[src/rtl/irq_seq_pkg.sv]
package irq_seq_pkg;
  localparam int WORD_W = 16;
  localparam int IF_BIT = 9;
  localparam int TF_BIT = 8;

  typedef enum logic [3:0] {
    ST_IDLE,
    ST_PUSH_FL,
    ST_PUSH_CS,
    ST_PUSH_IP,
    ST_VEC_LO,
    ST_VEC_HI,
    ST_VEC_END,
    ST_POP_IP,
    ST_POP_CS,
    ST_POP_FL,
    ST_POP_END
  } seq_st_t;
endpackage

[src/rtl/irq_seq_fsm.sv]
module irq_seq_fsm
  import irq_seq_pkg::*;
#(
  parameter int VEC_W   = 8,
  parameter int NMI_VEC = 2
) (
  input  logic             clk,
  input  logic             rst,
  input  logic             at_boundary,
  input  logic             irq_req,
  input  logic [VEC_W-1:0] irq_vec,
  input  logic             nmi_req,
  input  logic             iret_req,
  input  logic             if_flag,
  output seq_st_t          st,
  output logic [VEC_W-1:0] vec_q,
  output logic             start,
  output logic             done
);
  logic idle, take_ret, take_nmi, take_irq;

  always_comb begin
    idle     = (st == ST_IDLE);
    take_ret = idle && at_boundary && iret_req;
    take_nmi = idle && at_boundary && !iret_req && nmi_req;
    take_irq = idle && at_boundary && !iret_req && !nmi_req && irq_req && if_flag;
    start    = take_ret || take_nmi || take_irq;
  end

  always_ff @(posedge clk) begin
    if (rst) begin
      st    <= ST_IDLE;
      vec_q <= '0;
      done  <= 1'b0;
    end else begin
      done <= (st == ST_VEC_END) || (st == ST_POP_END);
      unique case (st)
        ST_IDLE: begin
          if (take_ret) begin
            st <= ST_POP_IP;
          end else if (take_nmi) begin
            st    <= ST_PUSH_FL;
            vec_q <= VEC_W'(NMI_VEC);
          end else if (take_irq) begin
            st    <= ST_PUSH_FL;
            vec_q <= irq_vec;
          end
        end
        ST_PUSH_FL: st <= ST_PUSH_CS;
        ST_PUSH_CS: st <= ST_PUSH_IP;
        ST_PUSH_IP: st <= ST_VEC_LO;
        ST_VEC_LO:  st <= ST_VEC_HI;
        ST_VEC_HI:  st <= ST_VEC_END;
        ST_VEC_END: st <= ST_IDLE;
        ST_POP_IP:  st <= ST_POP_CS;
        ST_POP_CS:  st <= ST_POP_FL;
        ST_POP_FL:  st <= ST_POP_END;
        ST_POP_END: st <= ST_IDLE;
        default:    st <= ST_IDLE;
      endcase
    end
  end
endmodule

[src/rtl/irq_seq_regs.sv]
module irq_seq_regs
  import irq_seq_pkg::*;
#(
  parameter logic [15:0] CS_RST    = 16'hF000,
  parameter logic [15:0] IP_RST    = 16'hFFF0,
  parameter logic [15:0] FLAGS_RST = 16'h0002,
  parameter logic [15:0] SP_RST    = 16'h0800
) (
  input  logic        clk,
  input  logic        rst,
  input  seq_st_t     st,
  input  logic        start,
  input  logic [15:0] mem_rdata,
  input  logic        ld_en,
  input  logic [15:0] ld_cs,
  input  logic [15:0] ld_ip,
  input  logic [15:0] ld_flags,
  input  logic [15:0] ld_sp,
  output logic [15:0] cs_q,
  output logic [15:0] ip_q,
  output logic [15:0] flags_q,
  output logic [15:0] sp_q
);
  localparam logic [15:0] STEP = 16'd2;
  logic [15:0] off_q;

  always_ff @(posedge clk) begin
    if (rst) begin
      cs_q    <= CS_RST;
      ip_q    <= IP_RST;
      flags_q <= FLAGS_RST;
      sp_q    <= SP_RST;
      off_q   <= '0;
    end else begin
      unique case (st)
        ST_IDLE: begin
          if (ld_en && !start) begin
            cs_q    <= ld_cs;
            ip_q    <= ld_ip;
            flags_q <= ld_flags;
            sp_q    <= ld_sp;
          end
        end
        ST_PUSH_FL: begin
          sp_q            <= sp_q - STEP;
          flags_q[IF_BIT] <= 1'b0;
          flags_q[TF_BIT] <= 1'b0;
        end
        ST_PUSH_CS, ST_PUSH_IP: sp_q <= sp_q - STEP;
        ST_VEC_HI:  off_q <= mem_rdata;
        ST_VEC_END: begin
          ip_q <= off_q;
          cs_q <= mem_rdata;
        end
        ST_POP_IP: sp_q <= sp_q + STEP;
        ST_POP_CS: begin
          ip_q <= mem_rdata;
          sp_q <= sp_q + STEP;
        end
        ST_POP_FL: begin
          cs_q <= mem_rdata;
          sp_q <= sp_q + STEP;
        end
        ST_POP_END: flags_q <= mem_rdata;
        default: ;
      endcase
    end
  end
endmodule

[src/rtl/irq_seq_bus.sv]
module irq_seq_bus
  import irq_seq_pkg::*;
#(
  parameter int ADDR_W = 20,
  parameter int VEC_W  = 8
) (
  input  seq_st_t           st,
  input  logic [15:0]       sp_q,
  input  logic [15:0]       cs_q,
  input  logic [15:0]       ip_q,
  input  logic [15:0]       flags_q,
  input  logic [VEC_W-1:0]  vec_q,
  output logic              mem_req,
  output logic              mem_we,
  output logic [ADDR_W-1:0] mem_addr,
  output logic [15:0]       mem_wdata
);
  logic [ADDR_W-1:0] stk_top, stk_next, tbl_slot;

  always_comb begin
    stk_top         = '0;
    stk_top[15:0]   = sp_q;
    stk_next        = '0;
    stk_next[15:0]  = sp_q - 16'd2;
    tbl_slot        = '0;
    tbl_slot[VEC_W+1:0] = {vec_q, 2'b00};

    mem_req   = 1'b0;
    mem_we    = 1'b0;
    mem_addr  = '0;
    mem_wdata = '0;
    unique case (st)
      ST_PUSH_FL: begin
        mem_req = 1'b1; mem_we = 1'b1; mem_addr = stk_next; mem_wdata = flags_q;
      end
      ST_PUSH_CS: begin
        mem_req = 1'b1; mem_we = 1'b1; mem_addr = stk_next; mem_wdata = cs_q;
      end
      ST_PUSH_IP: begin
        mem_req = 1'b1; mem_we = 1'b1; mem_addr = stk_next; mem_wdata = ip_q;
      end
      ST_VEC_LO: begin
        mem_req = 1'b1; mem_addr = tbl_slot;
      end
      ST_VEC_HI: begin
        mem_req = 1'b1; mem_addr = tbl_slot | ADDR_W'(2);
      end
      ST_POP_IP, ST_POP_CS, ST_POP_FL: begin
        mem_req = 1'b1; mem_addr = stk_top;
      end
      default: ;
    endcase
  end
endmodule

[src/rtl/irq_seq.sv]
module irq_seq
  import irq_seq_pkg::*;
#(
  parameter int          ADDR_W    = 20,
  parameter int          VEC_W     = 8,
  parameter int          NMI_VEC   = 2,
  parameter logic [15:0] CS_RST    = 16'hF000,
  parameter logic [15:0] IP_RST    = 16'hFFF0,
  parameter logic [15:0] FLAGS_RST = 16'h0002,
  parameter logic [15:0] SP_RST    = 16'h0800
) (
  input  logic              clk,
  input  logic              rst,
  input  logic              at_boundary,
  input  logic              irq_req,
  input  logic [VEC_W-1:0]  irq_vec,
  input  logic              nmi_req,
  input  logic              iret_req,
  input  logic              ld_en,
  input  logic [15:0]       ld_cs,
  input  logic [15:0]       ld_ip,
  input  logic [15:0]       ld_flags,
  input  logic [15:0]       ld_sp,
  output logic              mem_req,
  output logic              mem_we,
  output logic [ADDR_W-1:0] mem_addr,
  output logic [15:0]       mem_wdata,
  input  logic [15:0]       mem_rdata,
  output logic [15:0]       cs_out,
  output logic [15:0]       ip_out,
  output logic [15:0]       flags_out,
  output logic [15:0]       sp_out,
  output logic              busy,
  output logic              done
);
  seq_st_t          st;
  logic [VEC_W-1:0] vec_q;
  logic             start;

  irq_seq_fsm #(.VEC_W(VEC_W), .NMI_VEC(NMI_VEC)) u_fsm (
    .clk(clk), .rst(rst), .at_boundary(at_boundary), .irq_req(irq_req),
    .irq_vec(irq_vec), .nmi_req(nmi_req), .iret_req(iret_req),
    .if_flag(flags_out[IF_BIT]), .st(st), .vec_q(vec_q), .start(start),
    .done(done)
  );

  irq_seq_regs #(.CS_RST(CS_RST), .IP_RST(IP_RST), .FLAGS_RST(FLAGS_RST),
                 .SP_RST(SP_RST)) u_regs (
    .clk(clk), .rst(rst), .st(st), .start(start), .mem_rdata(mem_rdata),
    .ld_en(ld_en), .ld_cs(ld_cs), .ld_ip(ld_ip), .ld_flags(ld_flags),
    .ld_sp(ld_sp), .cs_q(cs_out), .ip_q(ip_out), .flags_q(flags_out),
    .sp_q(sp_out)
  );

  irq_seq_bus #(.ADDR_W(ADDR_W), .VEC_W(VEC_W)) u_bus (
    .st(st), .sp_q(sp_out), .cs_q(cs_out), .ip_q(ip_out),
    .flags_q(flags_out), .vec_q(vec_q), .mem_req(mem_req), .mem_we(mem_we),
    .mem_addr(mem_addr), .mem_wdata(mem_wdata)
  );

  assign busy = (st != ST_IDLE);
endmodule

[config.mk]
export PLATFORM = sky130hd
export DESIGN_NAME = irq_seq
export DESIGN_NICKNAME = d
export VERILOG_FILES = /design/src/rtl/irq_seq_pkg.sv /design/src/rtl/irq_seq_fsm.sv /design/src/rtl/irq_seq_regs.sv /design/src/rtl/irq_seq_bus.sv /design/src/rtl/irq_seq.sv
export SDC_FILE = /design/constraint.sdc
export NUM_CORES = 1
export LEC_CHECK = 0
export ABC_AREA = 1
export BUFFER_PORTS_ARGS = -buffer_cell sky130_fd_sc_hd__buf_2
export CAP_MARGIN = 30
export CORE_MARGIN = 2
export CORE_UTILIZATION = 57
export CTS_BUF_LIST = sky130_fd_sc_hd__clkbuf_4
export CTS_CLUSTER_SIZE = 12
export DETAILED_ROUTE_END_ITERATION = 8
export PLACE_DENSITY = 0.9
export RECOVER_POWER = 100
export SETUP_SLACK_MARGIN = 0.1
export SLEW_MARGIN = 30
export SYNTH_ARGS = -nofsm -noshare
export SYNTH_HDL_FRONTEND = slang
export SYNTH_HIERARCHICAL = 1
export SYNTH_SLANG_ARGS = --single-unit
[constraint.sdc]
create_clock -name clk -period 6.4 [get_ports clk]
set_clock_uncertainty 0.15 [all_clocks]
set_input_delay 0.32 -clock clk [delete_from_list [all_inputs] [get_ports clk]]
set_output_delay 0.32 -clock clk [all_outputs]
set_load 0.005 [all_outputs]
# After elaboration in Yosys (flattened, before gate mapping)
# Cells that the tools add are included.
dict set report word_totals {
  reg_bits 93
  output_inout_bits 104
}
dict set report op_classes {
  n_addsub 2
  eq_ne 12
  n_mux 20
  n_bitwise 1
  reduce_logical 32
}
# cell n
set op_table {}
lappend op_table {{$pmux W16 S3} 3}
lappend op_table {{$mux W16} 4}
lappend op_table {{$pmux W16 S4} 1}
lappend op_table {{$pmux W4 S9} 1}
lappend op_table {{$pmux W16 S2} 1}
lappend op_table {{$add A16 B2 Y16 const B} 1}
lappend op_table {{$eq A4 B3 Y1 const B} 4}
lappend op_table {{$mux W8} 2}
lappend op_table {{$pmux W8 S2} 1}
lappend op_table {{$sub A16 B2 Y16 const B} 1}
lappend op_table {{$eq A4 B4 Y1 const B} 3}
lappend op_table {{$mux W4} 3}
lappend op_table {{$pmux W6 S2} 1}
lappend op_table {{$reduce_and A2 Y1} 5}
lappend op_table {{$reduce_bool A3 Y1} 3}
lappend op_table {{$eq A4 B2 Y1 const B} 2}
lappend op_table {{$logic_and A1 B1 Y1} 8}
lappend op_table {{$reduce_or A8 Y1} 1}
lappend op_table {{$pmux W2 S3} 1}
lappend op_table {{$reduce_bool A2 Y1} 3}
lappend op_table {{$reduce_or A3 Y1} 2}
lappend op_table {{$eq A4 B1 Y1 const B} 1}
lappend op_table {{$logic_not A4 Y1} 1}
lappend op_table {{$ne A4 B4 Y1 const B} 1}
lappend op_table {{other kinds (8)} 13}

# Logic depth before layout (Yosys ltp)
# Gate-level depths: netlist of the first run.
dict set report depth {
  word_depth 11
  depth_mapped 16
  mapped_depth_nobuf 16
}

# Cells and area by module
# Netlist of the first run, hierarchy kept.
# module n_inst cells_per_inst area_per_inst_um2 seq_area_each_um2
set modules_own_cells {}
lappend modules_own_cells {irq_seq_regs 1 661 4413.0 1601.5}
lappend modules_own_cells {irq_seq_bus 1 235 1062.3 0.0}
lappend modules_own_cells {irq_seq_fsm 1 112 720.7 260.2}
lappend modules_own_cells {irq_seq 1 3 11.3 0.0}

# Worst setup path before layout of the first run
# No wires, ideal clock.
dict set report synth_timing {
  path_kind {register to register}
  from {register u_fsm.st[3]}
  to {register u_regs.sp_q[11]}
  arrival_ns 2.372
  required_ns 6.131
  setup_slack_ns 3.759
  stages_incl_launch_ff 16
  period_less_slack_ns 2.641
  path_cell_list {dfxtp_1 inv_1 nor2_4 nand2_2 nand2_1 inv_1 fa_1 nand2_1 nand2_1 nand3_1 nand2_1 nand2_1 nand2_1 xor2_1 o21ai_0 nand2_1}
}
dict set report synth_via {
  elab_chain_cells 11
  word_cells_on_any_way 24
  classes_between {7 x eq/ne; 1 x mux; 16 x reduce/logical}
}
# item line
set synth_rtl {}
lappend synth_rtl {{start, declared} irq_seq_fsm.sv:15} ;# output seq_st_t st,
lappend synth_rtl {{start signal, assigned} irq_seq_fsm.sv:32} ;# st <= ST_IDLE;
lappend synth_rtl {{start signal, assigned} irq_seq_fsm.sv:40} ;# st <= ST_POP_IP;
lappend synth_rtl {{start signal, assigned} irq_seq_fsm.sv:42} ;# st <= ST_PUSH_FL;
lappend synth_rtl {{$logic_not A4 Y1} {irq_seq_fsm.sv:23, irq_seq_regs.sv:35}}
lappend synth_rtl {{$logic_and A1 B1 Y1} {irq_seq_fsm.sv:24, irq_seq_fsm.sv:25, irq_seq_fsm.sv:26}}
lappend synth_rtl {{$logic_and A1 B1 Y1} {irq_seq_fsm.sv:25, irq_seq_fsm.sv:26}}
lappend synth_rtl {{$logic_and A1 B1 Y1 (3 in series)} irq_seq_fsm.sv:26} ;# take_irq = idle && at_boundary && !iret_req && !nmi_req && irq_req && if_flag;
lappend synth_rtl {{$logic_or A1 B1 Y1} irq_seq_fsm.sv:27} ;# start = take_ret || take_nmi || take_irq;
lappend synth_rtl {{$logic_not A1 Y1} irq_seq_regs.sv:37} ;# if (ld_en && !start) begin
lappend synth_rtl {{$logic_and A1 B1 Y1} irq_seq_regs.sv:37}
lappend synth_rtl {{$ne A2 B1 Y1 (no source line)} --}
lappend synth_rtl {{$reduce_and A2 Y1 (no source line)} --}
lappend synth_rtl {{end signal, assigned} irq_seq_regs.sv:41} ;# sp_q <= ld_sp;
lappend synth_rtl {{end signal, assigned} irq_seq_regs.sv:45} ;# sp_q <= sp_q - STEP;
lappend synth_rtl {{end signal, assigned} irq_seq_regs.sv:49} ;# ST_PUSH_CS, ST_PUSH_IP: sp_q <= sp_q - STEP;
lappend synth_rtl {{end, declared} irq_seq_regs.sv:22} ;# output logic [15:0] sp_q
# Parallel ways exist; a longest one is shown, timed or not.
# A chain may end at the register's enable or synchronous reset.

# Worst setup path after layout of the first run
dict set report layout_timing {
  from {register u_fsm.st[2]}
  to {register u_regs.sp_q[15]}
}
dict set report layout_via {
  elab_chain_cells 11
  word_cells_on_any_way 24
  classes_between {7 x eq/ne; 1 x mux; 16 x reduce/logical}
}
# item line
set layout_rtl {}
lappend layout_rtl {{$logic_not A4 Y1 (*)} irq_seq_fsm.sv:23} ;# idle = (st == ST_IDLE);
lappend layout_rtl {{$logic_and A1 B1 Y1 (*)} {irq_seq_fsm.sv:24, irq_seq_fsm.sv:25, irq_seq_fsm.sv:26}}
lappend layout_rtl {{$logic_and A1 B1 Y1} {irq_seq_fsm.sv:25, irq_seq_fsm.sv:26}}
lappend layout_rtl {{$logic_and A1 B1 Y1 (3 in series)} irq_seq_fsm.sv:26}
lappend layout_rtl {{$logic_or A1 B1 Y1 (*)} irq_seq_fsm.sv:27}
lappend layout_rtl {{net start} irq_seq.sv:38} ;# logic start;
lappend layout_rtl {{$logic_not A1 Y1 (*)} irq_seq_regs.sv:37}
lappend layout_rtl {{$logic_and A1 B1 Y1 (*)} irq_seq_regs.sv:37}
lappend layout_rtl {{$ne A2 B1 Y1 (no source line) (*)} --}
lappend layout_rtl {{$reduce_and A2 Y1 (no source line) (*)} --}
# The timed path passes the listed nets; every way through them passes the cells marked *.

==> results of run 1 <==
-- placed cells by master (no fill, tap or decap), drive strengths merged --
master | synthesis | routed
a211oi | 12 | 12
a21oi | 57 | 57
a22oi | 2 | 2
a31oi | 19 | 19
and2 | 1 | 1
buf | 22 | 139
clkbuf | 16 | 66
clkinv | 11 | 14
clkinvlp | 0 | 2
conb | 1 | 4
dfxtp | 93 | 93
dlygate4sd3 | 0 | 39
fa | 1 | 1
ha | 14 | 14
inv | 157 | 159
nand2 | 282 | 282
nand3 | 69 | 69
nand3b | 2 | 2
nand4 | 7 | 7
nor2 | 120 | 120
nor3 | 1 | 1
o211ai | 20 | 20
o21ai | 77 | 77
o21bai | 1 | 1
o221ai | 1 | 1
o22ai | 17 | 17
or2 | 3 | 3
xnor2 | 2 | 2
xor2 | 3 | 3
-- power by group through the flow --
stage	registers, W	clock network [W]	logic [W]
final	0.000999	0.000309	0.00173
after floorplan	0.000930	0	0.00121
after global placement	0.000994	0	0.00166
after detailed placement	0.000996	0	0.00170
after CTS	0.000984	0.000310	0.00173
after global routing	0.00101	0.000336	0.00194
-- Yosys cell counts, drive strengths merged (7+ instances only) --
master	n	share of area
buf	22	0.025
a211oi	12	0.015
nand3	69	0.058
clkbuf	16	0.0097
nand2	282	0.18
o211ai	20	0.024
nand4	7	0.0071
ha	14	0.028
a31oi	19	0.019
inv	157	0.095
dfxtp	93	0.30
nor2	120	0.083
a21oi	57	0.047
clkinv	11	0.0067
o22ai	17	0.017
o21ai	77	0.063
-- cell type report --
cell class              count  share of cell area
clock buffers               9             0.00896
flip-flops and latches     93               0.247
multi-input cells         715               0.457
inverters                 168              0.0836
well taps                 140              0.0232
repair buffers            235               0.173
clock inverters             7             0.00747
-- repair_timing --
item / in CTS / in global routing
hold endpoints to repair: 38 / 1
hold buffers: 38 / 1
gates resized for setup: 0 / 0
-- sequential cells by signal (all words and copies together), names as in the netlist --
signal / cells
u_regs/off_q: 16
u_fsm/done: 1
u_fsm/st: 4
u_regs/sp_q: 16
u_regs/flags_q: 16
u_fsm/vec_q: 8
u_regs/ip_q: 16
u_regs/cs_q: 16
-- layer usage --
metal | global-route usage | share of wire | routed length [um]
met4 | 0.148 | 0.036 | 761
met2 | 0.578 | 0.46 | 9710
met1 | 0.457 | 0.39 | 8300
met5 | 0 | 0 | 0
met3 | 0.0524 | 0.11 | 2310
-- through the flow --
| step | setup slack, ps | utilization | area [sq um] | std cells |
|---|---|---|---|---|
| finish | 2120 | 0.702 | 7540 | 1367 |
| global route | 1900 | 0.702 | 7540 | 1367 |
| CTS | 3080 | 0.714 | 7680 | 1366 |
| detailed placement | 3380 | 0.667 | 7170 | 1312 |
| global placement | 3310 | 0.667 | 7160 | 1312 |
| floorplan | 3760 | - | 6220 | 1014 |
-- cell families (layout without fill, tap and decap cells) --
family,count (synthesis),count (layout)
buffers and inverters,206,419
XOR/XNOR,5,5
adder cells (fa/ha/maj),15,15
other,1,4
AND/OR/NAND/NOR,485,485
flip-flops,93,93
AO/OA/AOI/OAI,206,206
-- path summary, 6_finish.rpt --
| check | slack, ps | cells past startpoint | to |
|---|---|---|---|
| worst max-delay path | 2120 | 12 | u_regs/sp_q[15] |
| worst min-delay path | 9 | 3 | u_regs/off_q[5] |
| worst max register to register | 2120 | 12 | u_regs/sp_q[15] |
| worst min register to register | 380 | 2 | u_regs/ip_q[6] |
-- worst register-to-register path, stage by stage, from the launching register on --
cell and delay [ps]:
dfxtp_1 740, nor2_1 170, nand2_1 130, nor2_1 70
nand3_1 290, nand2_1 100, nor3_1 970, clkinv_1 420
nand2_1 440, inv_1 300, nor2_1 260, nand2_1 80
a21oi_1 110
==> results.cfg, run 1 <==
[status]
outcome = finished, violations left
violations = design-rule violations

[power]
cellLeakagePower_nw = 3.82
switchingPower_w = 0.00157
combPwrFrac = 0.569
power.internal_w = 0.00147
p_total_w = 0.00304
peakVddDrop_mv = 0.211
netSwitchingFraction = 0.517
clkPwrFrac = 0.102
pwr-share-seq = 0.329
p_per_area_nw_per_um2 = 403

[floorplanning]
start_util = 0.578
io_pins = 199
die_h_um = 108
fp.coreArea_sq_um = 10700
die-area_sq_um = 11700
num_rows = 38
dieWidth_um = 108

[detailed_routing]
dr.pass1.iters = 8
vias = 7666
antenna_left = 0
drt_iter0_drc = 1068
route.detailed.drc = 2
wl_per_cell_um = 15.4
vias_per_cell = 5.61
wirelength_um = 21100

[setup_path]
crit_top_cell = nand2_1
crit_chain = nor2_1 > nand2_1 > nor2_1 > nand3_1 > nand2_1 > nor3_1 > clkinv_1 > nand2_1 > inv_1 > nor2_1 > nand2_1 > a21oi_1
worstSetupPathType = register to register
critPathBufInv = 2
max_stage_delay_ps = 970
critPathRequiredTime_ps = 6640
critical_path.top_delay_family = simple AND/OR/NAND/NOR gates
timing.rr.start = u_fsm/st[2]
arrival_ps = 4520
startpoint = u_fsm/st[2]
crit_path_top_delay_cell = nor3_1
crit_fanout = 14
startpoint_type = register
cp-end-kind = register

[yosys]
synth_cells = 1011
synthMuxAreaShare = 0
ys_types = 39
synth-xor-area-share = 0.00706
ys.flop_type = dfxtp_1
synth_top_family_by_area = simple AND/OR/NAND/NOR gates
postSynthAreaPerCell_sq_um = 6.14
synthArstFlopShare = 0
synthSimpleGateAreaFrac = 0.335
synth.cell_area_sq_um = 6210
ys_warn_count = 6
seq_area_frac_synth = 0.300
synth_compound_area_frac = 0.189
synth_seq_cells = 93
synth_edf_count = 0
yosys.area_share.adder = 0.0314

[place]
io_buffers = 194
gp_congestion = 0.935
hpwlAfterDp_um = 15000

[grt]
gr-usage-all-layers = 0.351
overflow = 0
grt_pass1_wl_um = 32600
grt_pass1_vias = 6823
grt_start_max_net_pins = 75
antenna_found_initial = 0

[clock_network]
cts_tree = yes
cts-root-buf = clkbuf_4
clock_sinks = 93
htree_levels = 3
path_clk_slew_ps = 150
post-cts-setup-buffers = 0
cts_buffers = 9
worstSkewPairLatency_ps = 450
clk_path_buf_depth = 2

[timing]
finalSetupViolCount = 0
slew_headroom = 0.170
timing.hold.ws_ps = 8.84
period_needed_ps = 4280
worstMarginPinSlew_ps = 1240
rsz0062_at_grt = false
fin_setup_tns_ps = 0
finalHoldViolCount = 0
min_period_over_period = 0.669
timing.fmax_mhz = 234
slew_viol_final = 0

[layout]
multi_input_area_sq_um = 3440
drive_gt1_frac = 0.149
fillers = 936
n_antenna_cell = 0
regArea_sq_um = 1860
nets = 1332
synthToLayoutAreaGrowth_pct = 21.5

[worst_hold_path]
hp-class = primary input to register
min_from = mem_rdata[5]

[job]
drv_cap = 0
Note: power is estimated with default switching activity, not from simulation.
==> inputs of run 2 (changes only) <==
--- a/config.mk
+++ b/config.mk
@@ -9,11 +9,11 @@
 export BUFFER_PORTS_ARGS = -buffer_cell sky130_fd_sc_hd__buf_2
 export CAP_MARGIN = 30
 export CORE_MARGIN = 2
-export CORE_UTILIZATION = 57
+export CORE_UTILIZATION = 48
 export CTS_BUF_LIST = sky130_fd_sc_hd__clkbuf_4
 export CTS_CLUSTER_SIZE = 12
 export DETAILED_ROUTE_END_ITERATION = 8
-export PLACE_DENSITY = 0.9
+export PLACE_DENSITY = 0.81
 export RECOVER_POWER = 100
 export SETUP_SLACK_MARGIN = 0.1
 export SLEW_MARGIN = 30
==> constraint.sdc (replaced) <==
create_clock -name clk -period 3.55 [get_ports clk]
set_clock_uncertainty 0.15 [all_clocks]
set_input_delay 0.1775 -clock clk [delete_from_list [all_inputs] [get_ports clk]]
set_output_delay 0.1775 -clock clk [all_outputs]
set_load 0.005 [all_outputs]
==> run 2 against run 1 <==
Net effect: the flow now finishes without violations; sequential power grew 79%; largest power group unchanged; critical endpoint is now u_regs/flags_q[13]; first-iteration DRC count fell by 14%; non-clock buffer count up 82; routed wire length increased by 14%; flip-flop and latch count unchanged; combinational power is 98% higher.
==> results.cfg, run 2 (same netlist as run 1, synthesis figures left out) <==
[place]
place_area_sq_um = 7230
hpwlAfterDp_um = 15100
io_buffers = 194
dpl.cell_count = 1348
gp_congestion = 0.914

[timing]
worstMarginPinSlew_ps = 1260
slew_headroom = 0.159
slew_viol_final = 0
rsz0062_at_grt = false
fin_setup_tns_ps = 0
min_period_over_period = 0.939
finalHoldViolCount = 0
finalSetupViolCount = 0
period_needed_ps = 3330
timing.fmax_mhz = 300

[clock_network]
path_clk_slew_ps = 160
clock_sinks = 93
clk_path_buf_depth = 2
cts-root-buf = clkbuf_4
worstSkewPairLatency_ps = 490
cts_buffers = 9
cts_tree = yes
htree_levels = 3

[power]
p_per_area_nw_per_um2 = 692
peakVddDrop_mv = 0.343
cellLeakagePower_nw = 4.21

[layout]
regArea_sq_um = 1860
fin_util = 0.670
synthToLayoutAreaGrowth_pct = 36.2
fillers = 1088
nets = 1414
final_common_cell = nand2_1
final_cell_mix = nand2_1 (277), inv_1 (147), buf_2 (137)
drive_gt1_frac = 0.151
fin_cells = 1482
multi_input_area_sq_um = 3470
finalInstanceArea_sq_um = 8460

[status]
outcome = finished clean

[floorplanning]
io_pins = 199
num_rows = 41
die-area_sq_um = 13900
dieWidth_um = 118
start_util = 0.492
fp.coreArea_sq_um = 12600
die_h_um = 118

[setup_path]
arrival_ps = 3620
crit_chain = nor2_4 > nand2_1 > nor2_4 > nand3_4 > nand2_1 > nor3_4 > nor2_1 > clkinvlp_4 > o21ai_0 > a31oi_1 > dlygate4sd3_1
rrSetupSlack_ps = 220
max_stage_delay_ps = 670
critPathRequiredTime_ps = 3840
critical_path.top_delay_family = simple AND/OR/NAND/NOR gates
crit_fanout = 27
crit_path_top_delay_cell = dfxtp_1
startpoint_type = register
cp-end-kind = register
worstSetupPathType = register to register
critPathBufInv = 2

[grt]
gr-usage-all-layers = 0.335
overflow = 0
grt_start_max_net_pins = 75
grt_pass1_vias = 7441
grt_pass1_wl_um = 37700
antenna_found_initial = 1

[detailed_routing]
wirelength_um = 24000
drt_iter0_drc = 918
vias_per_cell = 5.48
dr.pass1.iters = 6
vias = 8122
route.detailed.drc = 0
antenna_left = 0
wl_per_cell_um = 16.2

[job]
drv_cap = 0

[worst_hold_path]
hp-class = primary input to register
==> run 2: worst min-delay path: cells and delay by family <==
| kind | cells | cell delay, ps |
|---|---|---|
| buffers and inverters | 2 | 180 |
| AND/OR/NAND/NOR | 3 | 230 |
| AO/OA/AOI/OAI | 1 | 100 |
==> run 2: final cells by class <==
| class | count | area share |
|---|---|---|
| multi-input combinational | 715 | 0.411 |
| antenna | 1 | 0.000296 |
| sequential | 93 | 0.220 |
| clock buffer | 9 | 0.00799 |
| clock inverter | 7 | 0.00932 |
| inverter | 168 | 0.0755 |
| tap | 172 | 0.0255 |
| timing repair buffer | 317 | 0.250 |
==> run 2: path summary, 6_finish.rpt <==
path                   start                  to  cells after the start
max              u_fsm/st[3]  u_regs/flags_q[13]                     11
min                    ld_en   u_regs/flags_q[1]                      6
max reg2reg      u_fsm/st[3]  u_regs/flags_q[13]                     11
min reg2reg  u_regs/cs_q[14]     u_regs/cs_q[14]                      2
==> run 2: where the power goes <==
part	switching, W	internal (W)
combinational	0.00212	0.00130
sequential	0.000429	0.00136
clock	0.000416	0.000226
total	0.00297	0.00288
==> run 2: repair_timing <==
item                                    4_1_cts  5_1_grt
hold endpoints to repair                     92        0
endpoints found under the setup margin        0       14
gates resized for setup                       0        5
hold buffers                                116        0
setup buffers                                 0        1
==> run 2: per-layer routing <==
metal  up-vias  track usage  share of wire  routed length, um
li1       3821            -              -                  -
met1      3595        0.414           0.39               9310
met2       581        0.539           0.46              11000
met3       125       0.0746          0.099               2380
met4         0        0.191          0.054               1290
met5         -            0              0                  0
==> run 2: metrics by stage <==
| step | total power, W | hold WS, ps | setup slack [ps] |
|---|---|---|---|
| final | 0.00585 | 57.6 | 217 |
| after detailed placement | 0.00493 | 291 | 565 |
| after global routing | 0.00629 | 59.3 | 79.8 |
| after CTS | 0.00577 | 27.1 | 140 |
| after floorplan | 0.00386 | 96.6 | 909 |
| after global placement | 0.00489 | 266 | 703 |
==> inputs of run 3 (changes only) <==
==> constraint.sdc (replaced) <==
create_clock -name clk -period 3.55 [get_ports clk]
set_clock_uncertainty 0.15 [all_clocks]
set_input_delay 0.355 -clock clk [delete_from_list [all_inputs] [get_ports clk]]
set_output_delay 0.355 -clock clk [all_outputs]
set_load 0.005 [all_outputs]
==> run 3 against run 2 <==
Net effect: register-to-register slack improved by 96 ps; worst setup slack better by 96 ps; routed wire length is 9.5% lower; flip-flop and latch count is the same; highest routed layer unchanged; non-clock buffer count shrank 58; power is 2.8% lower; worst hold slack lost 41 ps; cell count decreased by 3.9%; maximum frequency rose by 3.0%; clock power hardly changed; combinational power fell by 5%; sequential power about the same.
==> results.cfg, run 3 (same netlist as run 1, synthesis figures left out) <==
[setup_path]
critPathRequiredTime_ps = 3800
r2r_cells = 10
reg2reg_to = u_regs/cs_q[11]
crit_chain = nor2_1 > nand2_1 > nor2_4 > nand3_4 > nand2_1 > nor3_4 > nor2_2 > inv_1 > o21ai_0 > nor2_1
arrival_ps = 3480
crit_fanout = 17
critical_path.top_delay_family = simple AND/OR/NAND/NOR gates
startpoint_type = register
crit_path_top_delay_cell = nor2_2
critPathBufInv = 1
max_stage_delay_ps = 700
worstSetupPathType = register to register
timing.rr.start = u_fsm/st[0]
cp-end-kind = register
rrSetupSlack_ps = 310

[floorplanning]
dieWidth_um = 118
num_rows = 41
die-area_sq_um = 13900
start_util = 0.492
fp.coreArea_sq_um = 12600
die_h_um = 118
io_pins = 199

[power]
clkPwrFrac = 0.113
peakVddDrop_mv = 0.399
cellLeakagePower_nw = 3.99
power.internal_w = 0.00279
netSwitchingFraction = 0.509
combPwrFrac = 0.574
pwr-share-seq = 0.313
p_per_area_nw_per_um2 = 721
p_total_w = 0.00568
switchingPower_w = 0.00289

[detailed_routing]
dr.pass1.iters = 6
drt_iter0_drc = 851
wirelength_um = 21700
vias_per_cell = 5.33
vias = 7597
wl_per_cell_um = 15.3
route.detailed.drc = 0
antenna_left = 0

[worst_hold_path]
min_to = u_regs/ip_q[12]
hp-class = primary input to register
min_from = ld_ip[12]
holdPathStages = 3

[clock_network]
cts_buffers = 9
clk_path_buf_depth = 2
clock_sinks = 93
path_clk_slew_ps = 180
worstSkewPairLatency_ps = 490
cts-root-buf = clkbuf_4
cts_tree = yes
htree_levels = 3

[grt]
overflow = 0
grt_pass1_vias = 6697
antenna_found_initial = 1
grt_pass1_wl_um = 34000
gr-usage-all-layers = 0.303
grt_start_max_net_pins = 75

[place]
hpwlAfterDp_um = 15100
io_buffers = 194
gp_congestion = 0.914
dpl.cell_count = 1348

[layout]
fin_util = 0.625
nets = 1356
drive_gt1_frac = 0.161
fillers = 1182
fin_cells = 1424
synthToLayoutAreaGrowth_pct = 27.0
final_cell_mix = nand2_1 (275), inv_1 (148), buf_2 (143)
final_common_cell = nand2_1

[timing]
slew_headroom = 0.161
finalHoldViolCount = 0
timing.hold.ws_ps = 16.2
period_needed_ps = 3240
worstMarginPinSlew_ps = 1260
timing.fmax_mhz = 309
fin_setup_tns_ps = 0
finalSetupViolCount = 0
rsz0062_at_grt = false
slew_viol_final = 0
min_period_over_period = 0.912

[job]
drv_cap = 0

[status]
outcome = finished clean
-- run 3: changes by cell type in the layout (fill, tap and decap cells not counted), moves of 2 or more --
cell and change:
clkbuf_1 -4, dlygate4sd3_1 -58, buf_2 +6, nand2_1 -2
-- run 3: repair_timing --
item | CTS | global route
resized for setup | 0 | 4
endpoints found under the hold margin | 55 | 0
setup endpoints to repair | 0 | 10
buffers inserted | 0 | 1
hold buffers | 58 | 0
-- run 3: power by group through the flow --
stage	clock [W]	combinational [W]	sequential (W)
floorplan	0	0.00218	0.00168
global placement	0	0.00310	0.00179
CTS	0.000648	0.00327	0.00176
detailed placement	0	0.00315	0.00179
global route	0.000682	0.00364	0.00182
finish	0.000644	0.00326	0.00178
-- run 3: worst min-delay path: cells and delay by family --
family          cells  cell delay [ps]
compound gates      2              200
buf+inv             1               90
-- run 3: per-layer routing --
| layer | track usage | vias to the layer above | wire, um |
|---|---|---|---|
| li1 | - | 3703 | - |
| met1 | 0.391 | 3393 | 8900 |
| met2 | 0.490 | 443 | 10000 |
| met3 | 0.0596 | 58 | 2090 |
| met4 | 0.135 | 0 | 717 |
| met5 | 0 | - | 0 |
-- run 3: cell type report --
cell class,instances,area [sq um],share of cell area
Multi-Input combinational cell,715,3480,0.441
Sequential cell,93,1860,0.236
Timing Repair Buffer,259,1540,0.195
Inverter,168,638,0.0809
Tap cell,172,215,0.0273
Clock inverter,7,78.8,0.0100
Clock buffer,9,67.6,0.00857
Antenna cell,1,2.50,0.000317
-- run 3: stage by stage --
step / cell area, sq um / setup slack, ps
global route: 7890 / 83.6
CTS: 7960 / 170
floorplan: 6220 / 909
detailed placement: 7230 / 565
global placement: 7230 / 703
finish: 7890 / 313
-- run 3: how the worst max path moves through the flow --
stage	start	endpoint	slack, ps	cells after the start
final	u_fsm/st[0]	u_regs/cs_q[11]	310	10
after CTS	u_fsm/st[2]	u_regs/flags_q[12]	170	8
after global placement	u_fsm/st[3]	u_regs/sp_q[11]	700	15
after detailed placement	u_fsm/st[3]	u_regs/sp_q[11]	560	15
after floorplan	u_fsm/st[3]	u_regs/sp_q[11]	910	15
after global routing	u_fsm/st[3]	u_regs/ip_q[8]	80	9
